## src/rtl/ctx_pkg.sv

```systemverilog
package ctx_pkg;

  typedef enum logic [2:0] {
    ST_IDLE,
    ST_SV_ISSUE,
    ST_SV_WAIT,
    ST_RS_ISSUE,
    ST_RS_WAIT
  } seq_st_t;

endpackage

```

## src/rtl/ctx_req_hold.sv

```systemverilog
module ctx_req_hold (
  input  logic clk,
  input  logic rst,
  input  logic req,
  input  logic take,
  output logic want
);
  logic held;

  always_ff @(posedge clk) begin
    if (rst)       held <= 1'b0;
    else if (take) held <= 1'b0;
    else if (req)  held <= 1'b1;
  end

  assign want = req | held;
endmodule

```

## src/rtl/ctx_shadow_ram.sv

```systemverilog
module ctx_shadow_ram #(
  parameter int DW    = 32,
  parameter int DEPTH = 128,
  localparam int IW   = $clog2(DEPTH)
) (
  input  logic          clk,
  input  logic          we,
  input  logic [IW-1:0] widx,
  input  logic [DW-1:0] wdata,
  input  logic [IW-1:0] ridx,
  output logic [DW-1:0] rdata
);
  logic [DW-1:0] mem [DEPTH];

  always_ff @(posedge clk) begin
    if (we) mem[widx] <= wdata;
    rdata <= mem[ridx];
  end
endmodule

```

## src/rtl/ctx_seq.sv

```systemverilog
module ctx_seq
  import ctx_pkg::*;
#(
  parameter int AW       = 9,
  parameter int DW       = 32,
  parameter int IW       = 7,
  parameter int CTRL_OFS = 'h40,
  parameter int LINK_OFS = 'h44,
  parameter int PLL_OFS  = 'h48
) (
  input  logic          clk,
  input  logic          rst,
  input  logic          link_en,
  input  logic          want_save,
  input  logic          want_rest,
  output logic          take_save,
  output logic          take_rest,
  output logic          reg_rd,
  output logic          reg_wr,
  output logic [AW-1:0] reg_addr,
  output logic [DW-1:0] reg_wdata,
  input  logic [DW-1:0] reg_rdata,
  output logic          ram_we,
  output logic [IW-1:0] ram_widx,
  output logic [DW-1:0] ram_wdata,
  output logic [IW-1:0] ram_ridx,
  input  logic [DW-1:0] ram_rdata,
  output logic          save_done,
  output logic          restore_done,
  output logic          ctx_valid
);
  seq_st_t       st;
  logic [1:0]    step, last_step;
  logic          is_last;
  logic [AW-1:0] cur_ofs;
  logic [IW-1:0] cur_idx;

  // save pipeline
  logic          rd_last;
  logic [IW-1:0] rd_idx;
  logic          cap_v, cap_last;
  logic [IW-1:0] cap_idx;
  // restore pipeline
  logic          p1_v, p1_last;
  logic [AW-1:0] p1_addr;
  logic          wr_last;

  // fixed order: control, serial-link control, PLL control
  function automatic logic [AW-1:0] ofs_of(input logic [1:0] s);
    case (s)
      2'd0:    ofs_of = AW'(CTRL_OFS);
      2'd1:    ofs_of = AW'(LINK_OFS);
      default: ofs_of = AW'(PLL_OFS);
    endcase
  endfunction

  function automatic logic [IW-1:0] idx_of(input logic [1:0] s);
    case (s)
      2'd0:    idx_of = IW'(CTRL_OFS / 4);
      2'd1:    idx_of = IW'(LINK_OFS / 4);
      default: idx_of = IW'(PLL_OFS / 4);
    endcase
  endfunction

  assign cur_ofs   = ofs_of(step);
  assign cur_idx   = idx_of(step);
  assign is_last   = (step == last_step);
  assign take_save = (st == ST_IDLE) && want_save;
  assign take_rest = (st == ST_IDLE) && !want_save && want_rest;

  assign ram_we    = cap_v;
  assign ram_widx  = cap_idx;
  assign ram_wdata = reg_rdata;
  assign ram_ridx  = cur_idx;

  always_ff @(posedge clk) begin
    if (rst) begin
      st           <= ST_IDLE;
      step         <= '0;
      last_step    <= '0;
      reg_rd       <= 1'b0;
      reg_wr       <= 1'b0;
      reg_addr     <= '0;
      reg_wdata    <= '0;
      rd_last      <= 1'b0;
      rd_idx       <= '0;
      cap_v        <= 1'b0;
      cap_last     <= 1'b0;
      cap_idx      <= '0;
      p1_v         <= 1'b0;
      p1_last      <= 1'b0;
      p1_addr      <= '0;
      wr_last      <= 1'b0;
      save_done    <= 1'b0;
      restore_done <= 1'b0;
      ctx_valid    <= 1'b0;
    end else begin
      reg_rd       <= 1'b0;
      rd_last      <= 1'b0;
      p1_v         <= 1'b0;
      save_done    <= 1'b0;
      restore_done <= 1'b0;

      cap_v    <= reg_rd;
      cap_idx  <= rd_idx;
      cap_last <= rd_last;

      reg_wr  <= p1_v;
      wr_last <= p1_v & p1_last;
      if (p1_v) begin
        reg_addr  <= p1_addr;
        reg_wdata <= ram_rdata;
      end

      case (st)
        ST_IDLE: begin
          step      <= '0;
          last_step <= link_en ? 2'd2 : 2'd0;
          if (take_save)                  st <= ST_SV_ISSUE;
          else if (take_rest && ctx_valid) st <= ST_RS_ISSUE;
          else if (take_rest)             restore_done <= 1'b1;
        end
        ST_SV_ISSUE: begin
          reg_rd   <= 1'b1;
          reg_addr <= cur_ofs;
          rd_idx   <= cur_idx;
          rd_last  <= is_last;
          step     <= 2'(step + 2'd1);
          if (is_last) st <= ST_SV_WAIT;
        end
        ST_SV_WAIT: begin
          if (cap_v && cap_last) begin
            save_done <= 1'b1;
            ctx_valid <= 1'b1;
            st        <= ST_IDLE;
          end
        end
        ST_RS_ISSUE: begin
          p1_v    <= 1'b1;
          p1_addr <= cur_ofs;
          p1_last <= is_last;
          step    <= 2'(step + 2'd1);
          if (is_last) st <= ST_RS_WAIT;
        end
        ST_RS_WAIT: begin
          if (reg_wr && wr_last) begin
            restore_done <= 1'b1;
            st           <= ST_IDLE;
          end
        end
        default: st <= ST_IDLE;
      endcase
    end
  end
endmodule

```

## src/rtl/ctx_retain.sv

```systemverilog
module ctx_retain #(
  parameter int DW        = 32,
  parameter int WIN_BYTES = 512,
  parameter int CTRL_OFS  = 'h40,
  parameter int LINK_OFS  = 'h44,
  parameter int PLL_OFS   = 'h48,
  localparam int AW       = $clog2(WIN_BYTES),
  localparam int DEPTH    = WIN_BYTES / 4,
  localparam int IW       = $clog2(DEPTH)
) (
  input  logic          clk,
  input  logic          rst,
  input  logic          link_present,
  input  logic          suspend_req,
  input  logic          resume_req,
  output logic          reg_rd,
  output logic          reg_wr,
  output logic [AW-1:0] reg_addr,
  output logic [DW-1:0] reg_wdata,
  input  logic [DW-1:0] reg_rdata,
  output logic          save_done,
  output logic          restore_done,
  output logic          ctx_valid
);
  logic          want_save, want_rest, take_save, take_rest;
  logic          ram_we;
  logic [IW-1:0] ram_widx, ram_ridx;
  logic [DW-1:0] ram_wdata, ram_rdata;

  ctx_req_hold u_hold_save (
    .clk(clk), .rst(rst), .req(suspend_req), .take(take_save), .want(want_save)
  );

  ctx_req_hold u_hold_rest (
    .clk(clk), .rst(rst), .req(resume_req), .take(take_rest), .want(want_rest)
  );

  ctx_shadow_ram #(.DW(DW), .DEPTH(DEPTH)) u_ram (
    .clk(clk), .we(ram_we), .widx(ram_widx), .wdata(ram_wdata),
    .ridx(ram_ridx), .rdata(ram_rdata)
  );

  ctx_seq #(
    .AW(AW), .DW(DW), .IW(IW),
    .CTRL_OFS(CTRL_OFS), .LINK_OFS(LINK_OFS), .PLL_OFS(PLL_OFS)
  ) u_seq (
    .clk(clk), .rst(rst), .link_en(link_present),
    .want_save(want_save), .want_rest(want_rest),
    .take_save(take_save), .take_rest(take_rest),
    .reg_rd(reg_rd), .reg_wr(reg_wr), .reg_addr(reg_addr),
    .reg_wdata(reg_wdata), .reg_rdata(reg_rdata),
    .ram_we(ram_we), .ram_widx(ram_widx), .ram_wdata(ram_wdata),
    .ram_ridx(ram_ridx), .ram_rdata(ram_rdata),
    .save_done(save_done), .restore_done(restore_done), .ctx_valid(ctx_valid)
  );
endmodule

```

## config.mk

```make
export PLATFORM = sky130hd
export DESIGN_NAME = ctx_retain
export DESIGN_NICKNAME = d
export VERILOG_FILES = /design/src/rtl/ctx_pkg.sv /design/src/rtl/ctx_req_hold.sv /design/src/rtl/ctx_shadow_ram.sv /design/src/rtl/ctx_seq.sv /design/src/rtl/ctx_retain.sv
export SDC_FILE = /design/constraint.sdc
export NUM_CORES = 1
export LEC_CHECK = 0
export BUFFER_PORTS_ARGS = -buffer_cell sky130_fd_sc_hd__buf_4
export CORE_ASPECT_RATIO = 0.7
export CORE_MARGIN = 5
export CORE_UTILIZATION = 50
export CTS_CLUSTER_SIZE = 25
export DETAILED_ROUTE_END_ITERATION = 8
export PLACE_DENSITY = 0.7
export SLEW_MARGIN = 20
export SYNTH_ARGS = -nofsm -noshare
export SYNTH_HDL_FRONTEND = slang
export SYNTH_SLANG_ARGS = --single-unit
```

## constraint.sdc

```tcl
create_clock -name clk -period 4.92 [get_ports clk]
set_clock_uncertainty 0.2 [all_clocks]
set_input_delay 0.246 -clock clk [delete_from_list [all_inputs] [get_ports clk]]
set_output_delay 0.246 -clock clk [all_outputs]
set_load 0.02 [all_outputs]
```

==> results.toml, run 1 <==
[run_status]
outcome = "complete, no violations"

[clock_tree]
cts_num_sinks = 223
numCtsBuffers = 21
htree_levels = 1
clkTransAtPathRegs_ns = 0.06
cts_hold_buf = 35
cts_max_path_buffers = 3
clockRootBuffer = "clkbuf_16"
cts_resized = 0
clkLatencyLatePin_ns = 0.48
cts_tree = "yes"
post_cts_buffers = 0

[critical_path]
path_class = "reg -> reg"
cp_slowest_cell = "ha_2"
crit_path_start_kind = "flip-flop"
crit_chain = "ha_2 -> buf_4 -> mux4_2"
crit_fanout = 18
required_ns = 5.07
cpPeakStageDelay_ns = 0.66
cp-end-kind = "flip-flop"
cp_data_arrival_time_ns = 2.62

[grt]
gr-total-overflow = 0
track_usage = 0.1549
grt_pass1_wl_um = 21670
antenna_found_initial = 1
grt_max_degree = 61
grt_pass1_vias = 3995

[synth]
synth_area_per_cell_um2 = 17.48
syn_inst = 435
yosysWarningCount = 0
synth.distinct_cells = 38
seq_area_frac_synth = 0.7555
ys_seq_elements = 223
netlist_area_um2 = 7605

[pwr]
powerDensity_nw_per_um2 = 464.1
p_leak_nw = 3.315
peakVddDrop_uv = 251.7
finalPower_w = 0.004344

[timing]
hold_violations = 0
slew_viol_final = 0
setup_violations = 0
relSlewSlack = 0.3888
tns_ns = 0
worstMarginPinSlew_ns = 0.9169
rsz0062_at_grt = "false"
post-route-period-util = 0.5015
layout_min_cycle_time_ns = 2.468
fmax_mhz = 405.3
holdWs_ns = 0.08511

[floorplanning]
fp-row-count = 37
initial_core_util = 0.5133
core_area_um2 = 14810
fp.dieArea_um2 = 17820
die_h_um = 113.2
ios = 83
die_x_um = 157.4

[detailed_routing]
initialDrtViolationCount = 186
wirelength_um = 13520
vias_per_cell = 5.118
dr.pass1.iters = 4
drc_errors = 0
ant_nets = 0
via_count = 3910
avgRoutedWirePerCell_um = 17.70

[final_layout]
multi_input_area_um2 = 1743
layout.nets = 593
final_cell_mix = "edfxtp_1, dfxtp_1, buf_4"
drive_above_1_share = 0.2746
stdcell_count = 764
final_util = 0.6318
seqCellArea_um2 = 5747
num-fill-cells = 1088
final_common_cell = "edfxtp_1"
syn_to_final_growth_pct = 23.08

[place]
hpwlAfterDp_um = 7920
routabilityCongestion = 0.7482
io_buffers = 76
place_inst = 689

[flow_run]
drv_cap = 0

[worst_hold_path]
hp-class = "in -> reg"
==> critical path, delay by kind of cell (launching register included) <==
family                   cells  cell delay, ns
multiplexers                 1            0.56
flip-flops                   1            0.43
buffers and inverters        1            0.47
adder cells (fa/ha/maj)      1            0.66
==> area by class of cell <==
class,count,share of cell area
Antenna cell,1,0.0002673
Clock buffer,32,0.06269
Clock inverter,6,0.003876
Inverter,4,0.001604
Multi-Input combinational cell,186,0.1862
Sequential cell,223,0.6140
Tap cell,195,0.02607
Timing Repair Buffer,117,0.1053
==> state kept, by name (all words and copies together) (netlist names), 2 cells and up <==
register,cells
u_seq.step,2
u_seq.p1_addr,3
u_seq.ram_widx,3
u_seq.reg_addr,3
u_ram.rdata,32
u_seq.st,3
u_seq.rd_idx,3
u_seq.reg_wdata,32
u_ram.mem,128
==> synth_stat cells (all sizes together) <==
| cell | n | area share |
|---|---|---|
| a2111oi | 2 | 0.0031 |
| a211o | 1 | 0.0013 |
| a211oi | 2 | 0.0020 |
| a21o | 2 | 0.0020 |
| a21oi | 6 | 0.0039 |
| a22oi | 2 | 0.0020 |
| a2bb2oi | 1 | 0.0012 |
| and2 | 2 | 0.0018 |
| and4 | 1 | 0.0012 |
| buf | 22 | 0.017 |
| clkbuf | 5 | 0.0025 |
| conb | 1 | 0.00049 |
| dfxtp | 95 | 0.25 |
| edfxtp | 128 | 0.51 |
| ha | 3 | 0.0049 |
| inv | 4 | 0.0020 |
| mux2i | 39 | 0.051 |
| mux4 | 32 | 0.095 |
| nand2 | 9 | 0.0048 |
| nand2b | 1 | 0.00082 |
| nand3 | 5 | 0.0033 |
| nand3b | 1 | 0.00099 |
| nor2 | 49 | 0.024 |
| nor2b | 7 | 0.0058 |
| nor3 | 7 | 0.0061 |
| nor3b | 2 | 0.0020 |
| o21ai | 1 | 0.00066 |
| o41ai | 1 | 0.0012 |
| or2 | 2 | 0.0016 |
| or3 | 1 | 0.00082 |
| xor2 | 1 | 0.0012 |
==> where the power goes <==
part / total (W) / internal, W / switching, W
registers: 0.00223 / 0.00213 / 0.0000951
clock network: 0.00146 / 0.000828 / 0.000630
logic: 0.000660 / 0.000339 / 0.000322
==> logic make-up after synthesis <==
kind of cell | count (synthesis) | synth area share
compound gates | 18 | 0.01727
xor+xnor | 1 | 0.001152
fa+ha+maj | 3 | 0.004936
buf+inv | 31 | 0.02122
flops | 223 | 0.7555
mux | 71 | 0.1461
other cells | 1 | 0.0004931
simple gates | 87 | 0.05331
==> metal layers <==
| layer | part of all wire | track usage |
|---|---|---|
| met2 | 0.47 | 0.2441 |
| met5 | 0 | 0 |
| met3 | 0.053 | 0.03326 |
| met1 | 0.46 | 0.2243 |
| met4 | 0.017 | 0.03553 |
==> path summary, 6_finish.rpt <==
| kind | from | end | slack [ns] | depth (start not counted) |
|---|---|---|---|---|
| hold / removal | rst | u_seq.reg_wdata[9] | 0.09 | 2 |
| setup / recovery | u_seq.step[0] | u_ram.rdata[27] | 2.45 | 3 |
| setup reg to reg | u_seq.step[0] | u_ram.rdata[27] | 2.45 | 3 |
| hold reg to reg | u_seq.rd_last | u_seq.cap_last | 0.24 | 1 |
==> per-stage QoR <==
step	instance area, um^2	setup WS, ns
6_report	9360	2.452
5_1_grt	9360	2.252
4_1_cts	9330	2.374
3_5_place_dp	8357	2.385
3_3_place_gp	8357	2.475
2_1_floorplan	7624	1.445
(Power assumes the default switching activity.)
==> run 2: changes to the inputs <==
Settings changed: ABC_AREA from default to 1.
Clock period 4.92 ns to 2.3 ns, I/O delays scaled along.
==> run 2 against run 1 <==
Final area rose by 3.8%. Clock power increased by 140%. Worst hold slack improved by 0.067 ns. Highest routed layer unchanged. Synthesized cell count is 48% higher. Die area rose by 1.5%. Sequential cell count is the same. Largest cell class unchanged.
==> results.toml, run 2 <==
[run_status]
outcome = "complete, no violations"

[synth]
synthTopCellsByArea = "edfxtp_1, dfxtp_1, nor2_1"
yosysWarningCount = 0
synth_fa_ha_area_frac = 0.004855
synth_top_family_by_area = "simple AND/OR/NAND/NOR gates"
synth_top_area_frac = 0.4972
synthXorXnorAreaFrac = 0
async_flop_share = 0
netlist_top_cells_count = "nor2_1, edfxtp_1, o21ai_0"
syn_inst = 644
seq_area_frac_synth = 0.7432
synth_area_per_cell_um2 = 12.00
synth_mux_area_frac = 0
synth_compound_area_frac = 0.1018
yosysTopAreaCell = "edfxtp_1"
synth_edf_count = 128
ys_seq_elements = 223
yosysMostFrequentCell = "nor2_1"
yosys.area_share.simple = 0.1068
synthFlopType = "edfxtp_1"
netlist_area_um2 = 7731
synth.distinct_cells = 29

[clock_tree]
htree_levels = 1
clkLatencyLatePin_ns = 0.50
numCtsBuffers = 22
clkTransAtPathRegs_ns = 0.06
clockRootBuffer = "clkbuf_16"
post_cts_buffers = 0
cts_max_path_buffers = 3
cts_tree = "yes"
cts_num_sinks = 223

[critical_path]
cp_slowest_cell = "dlygate4sd3_1"
crit_chain = "inv_2 -> nand2_1 -> nor2_4 -> nand4_1 -> dlygate4sd3_1 -> a21oi_1"
timing.rr.end = "u_seq.restore_done"
critPathBufInv = 2
required_ns = 2.54
r2r_cells = 6
cp.depth = 6
reg2reg_slack_ns = 0.49
cp_data_arrival_time_ns = 2.05
startpoint = "u_seq.st[1]"
cpPeakStageDelay_ns = 0.57
cp-end-kind = "flip-flop"
path_class = "reg -> reg"
crit_path_start_kind = "flip-flop"
r2r-start = "u_seq.st[1]"
cp_top_family = "buffers and inverters"
crit_fanout = 7

[detailed_routing]
dr.pass1.iters = 5
initialDrtViolationCount = 425
wirelength_um = 15810
vias_per_cell = 5.186
via_count = 5051
drc_errors = 0
ant_nets = 0
avgRoutedWirePerCell_um = 16.23

[timing]
hold_violations = 0
layout_min_cycle_time_ns = 1.809
rsz0062_at_grt = "false"
worstMarginPinSlew_ns = 0.5744
relSlewSlack = 0.6167
tns_ns = 0
slew_viol_final = 0
holdWs_ns = 0.1518
setup_violations = 0
post-route-period-util = 0.7863
postLayoutSetupSlackWorst_ns = 0.4914
fmax_mhz = 552.9

[final_layout]
top_register = "u_ram.mem"
layout.nets = 798
final_cell_mix = "nor2_1, edfxtp_1, o21ai_0"
largest_register_ffs = 128
final_util = 0.6345
largestRegisters = "u_ram.mem x128, u_ram.rdata x32, u_seq.reg_wdata x32"
syn_to_final_growth_pct = 25.65
stdcell_count = 974
num-fill-cells = 1140
final_common_cell = "nor2_1"
drive_above_1_share = 0.1860
insertedDiodeCount = 0

[place]
routabilityCongestion = 0.7929
place_inst = 897
io_buffers = 76
hpwlAfterDp_um = 9184
pre_cts_slack_ns = 0.5058

[floorplanning]
ios = 83
fp-row-count = 38
core_area_um2 = 15310
die_h_um = 114.0
fp.dieArea_um2 = 18090
initial_core_util = 0.5050
die_x_um = 158.6

[pwr]
peakVddDrop_uv = 737.5
powerDensity_nw_per_um2 = 1069
p_leak_nw = 3.701

[worst_hold_path]
hp-start = "reg_rdata[13]"
hp-class = "in -> reg"
holdPathStages = 2
holdPathEnd = "u_ram.mem[17][13]"

[grt]
track_usage = 0.1766
grt_pass1_wl_um = 25160
antenna_found_initial = 0
grt_pass1_vias = 4979
gr-total-overflow = 0
grt_max_degree = 66

[flow_run]
drv_cap = 0
run 2: cell type report:
class                      instances  area (um^2)  share of cell area
clock buffer                      31        624.3             0.06427
clock inverter                     9        87.58            0.009016
inverter                          34        127.6             0.01314
multi-input combinational        352         1735              0.1786
sequential                       223         5746              0.5914
tap                              200        250.2             0.02576
timing repair buffer             125         1144              0.1177
run 2: metrics by stage:
stage               power (W)  cell area [um^2]
floorplan            0.006282              7784
global placement     0.006824              8632
detailed placement   0.006917              8632
CTS                   0.01044              9714
global route          0.01091              9714
finish                0.01038              9714
run 2: what timing repair did:
action,in CTS,in global routing
gates resized for setup,0,0
hold buffers,37,0
hold endpoints to repair,154,0
run 2: metal layers:
layer / global-route usage / vias to the layer above / part of all wire
met5: 0 / - / 0
met4: 0.04375 / 0 / 0.018
met3: 0.03223 / 22 / 0.066
met2: 0.2947 / 157 / 0.47
met1: 0.2418 / 2418 / 0.44
li1: - / 2454 / -
run 2: logic make-up after synthesis:
logic type / after synthesis
AO/OA/AOI/OAI: 147
adder cells (fa/ha/maj): 3
flip-flops: 223
other: 1
buffers and inverters: 74
AND/OR/NAND/NOR: 196
run 2: worst max path at each step:
stage / end / slack [ns]
6_report: u_seq.restore_done / 0.49
5_1_grt: u_seq.restore_done / 0.36
4_1_cts: u_ram.rdata[2] / 0.50
3_5_place_dp: u_ram.rdata[21] / 0.51
3_3_place_gp: u_ram.rdata[2] / 0.57
2_1_floorplan: u_ram.mem[17][0] / -0.64
run 2: power by group:
part / switching [W] / internal [W] / total (W)
Sequential: 0.000180 / 0.00468 / 0.00486
Clock: 0.00145 / 0.00202 / 0.00348
Combinational: 0.00130 / 0.000742 / 0.00204
==> run 3: changes to the inputs <==
Clock period 2.3 ns to 1.8 ns, I/O delays scaled along.
==> run 3 against run 2 <==
Worst hold slack improved by 0.0034 ns. Combinational power increased by 31%. Cell count increased by 1.1%. Total power increased by 25%. Clock-buffer cell count decreased by 4. Via count increased by 0.67%. Final area decreased by 0.32%. Sequential power increased by 28%. First-iteration DRC count decreased by 25%. Highest routed layer unchanged.
==> results.toml, run 3 (same netlist as run 2, synthesis figures left out) <==
[detailed_routing]
dr.pass1.iters = 5
vias_per_cell = 5.162
ant_nets = 0
initialDrtViolationCount = 318
wirelength_um = 15830
via_count = 5085
drc_errors = 0
avgRoutedWirePerCell_um = 16.07

[pwr]
p_switching_w = 0.003676
swShare = 0.2834
powerDensity_nw_per_um2 = 1339
finalPower_w = 0.01297
peakVddDrop_uv = 738.8
p_seq_frac = 0.480
p_int_w = 0.009294
pwr-share-comb = 0.206
power_frac_clock = 0.314
p_leak_nw = 3.721

[clock_tree]
clkTransAtPathRegs_ns = 0.06
numCtsBuffers = 21
post_cts_buffers = 0
clockRootBuffer = "clkbuf_16"
htree_levels = 1
cts_tree = "yes"
clkLatencyLatePin_ns = 0.48
cts_max_path_buffers = 3
cts_num_sinks = 223

[final_layout]
design_area_um2 = 9683
final_cell_mix = "nor2_1, edfxtp_1, o21ai_0, buf_4, dfxtp_1"
top_register = "u_ram.mem"
layout.nets = 810
drive_above_1_share = 0.2041
stdcell_count = 985
largestRegisters = "u_ram.mem x128, u_ram.rdata x32, u_seq.reg_wdata x32"
syn_to_final_growth_pct = 25.25
largest_register_ffs = 128
final_common_cell = "nor2_1"

[critical_path]
required_ns = 1.96
cp_data_arrival_time_ns = 1.84
startpoint = "u_seq.step[1]"
crit_fanout = 21
cp-end-kind = "flip-flop"
path_class = "reg -> reg"
crit_path_start_kind = "flip-flop"
r2r-start = "u_seq.step[1]"

[floorplanning]
die_h_um = 114.0
fp-row-count = 38
ios = 83
die_x_um = 158.6
initial_core_util = 0.5050
core_area_um2 = 15310
fp.dieArea_um2 = 18090

[flow_run]
drv_cap = 0

[run_status]
outcome = "complete, no violations"

[grt]
grt_max_degree = 43
grt_pass1_vias = 5174
track_usage = 0.1786
grt_pass1_wl_um = 25830
antenna_found_initial = 1
gr-total-overflow = 0

[place]
hpwlAfterDp_um = 10010
place_inst = 911
io_buffers = 76
postPlaceCellArea_um2 = 8678
routabilityCongestion = 0.7696

[timing]
rsz0062_at_grt = "false"
layout_min_cycle_time_ns = 1.686
fmax_mhz = 593.1
slew_viol_final = 0
setup_violations = 0
post-route-period-util = 0.9368
holdWs_ns = 0.1552
hold_violations = 0

[worst_hold_path]
hp-class = "in -> reg"
hp-start = "reg_rdata[7]"
-- run 3: cell count changes in the layout (fill, tap and decap cells not counted), moves of 2 or more --
| cell | previous run | this run |
|---|---|---|
| clkbuf_8 | 4 | 1 |
| clkinv_2 | 3 | 6 |
| buf_12 | 9 | 3 |
| buf_4 | 79 | 97 |
| dfxtp_1 | 95 | 92 |
| dfxtp_4 | 0 | 2 |
| buf_6 | 0 | 2 |
| inv_4 | 1 | 3 |
| inv_1 | 27 | 24 |
-- run 3: timing repair --
item / in CTS / in global routing
gates resized for setup: 0 / 2
endpoints found under the hold margin: 154 / 0
hold buffers: 36 / 0
setup endpoints to repair: 0 / 3
-- run 3: per-layer routing --
metal / wire length [um] / track usage / vias to the layer above / share of wire
li1: - / - / 2481 / -
met1: 7079 / 0.2456 / 2436 / 0.45
met2: 7422 / 0.2947 / 138 / 0.47
met3: 974 / 0.03375 / 30 / 0.062
met4: 354 / 0.04659 / 0 / 0.022
met5: 0 / 0 / - / 0
-- run 3: area by class of cell --
cell class	count	area, um^2
antenna	1	2.502
clock buffer	27	558.0
clock inverter	10	76.32
fill	1185	5627
inverter	34	135.1
multi-input combinational	352	1735
sequential	223	5754
tap	200	250.2
timing repair buffer	138	1171
-- run 3: path summary, 6_finish.rpt --
| check | endpoint | slack [ns] | cells past startpoint |
|---|---|---|---|
| hold reg to reg | u_seq.cap_last | 0.22 | 2 |
| setup reg to reg | u_ram.rdata[24] | 0.11 | 7 |
| setup / recovery | u_ram.rdata[24] | 0.11 | 7 |
| hold / removal | u_ram.mem[18][7] | 0.16 | 2 |
-- run 3: power groups by stage --
stage               registers [W]  clock network (W)  logic [W]
global placement          0.00633                  0    0.00247
floorplan                 0.00637                  0    0.00168
detailed placement        0.00632                  0    0.00259
CTS                       0.00623            0.00415    0.00267
global route              0.00629            0.00437    0.00301
finish                    0.00622            0.00408    0.00267
-- run 3: worst max-delay path, cell delays in order (launching register included) --
cell and delay [ns]:
dfxtp_1 0.35, inv_1 0.10, ha_1 0.20, nor2_2 0.18
inv_1 0.09, buf_4 0.22, o21ai_0 0.11, o22ai_1 0.11
-- run 3: metrics by stage --
stage,TNS (ns),utilization,worst slack [ns]
5_1_grt,0,0.6323,0.01035
6_report,0,0.6325,0.1138
4_1_cts,0,0.6318,0.1231
3_3_place_gp,0,0.5669,0.2010
2_1_floorplan,-47.70,-,-0.4022
3_5_place_dp,0,0.5669,0.1539
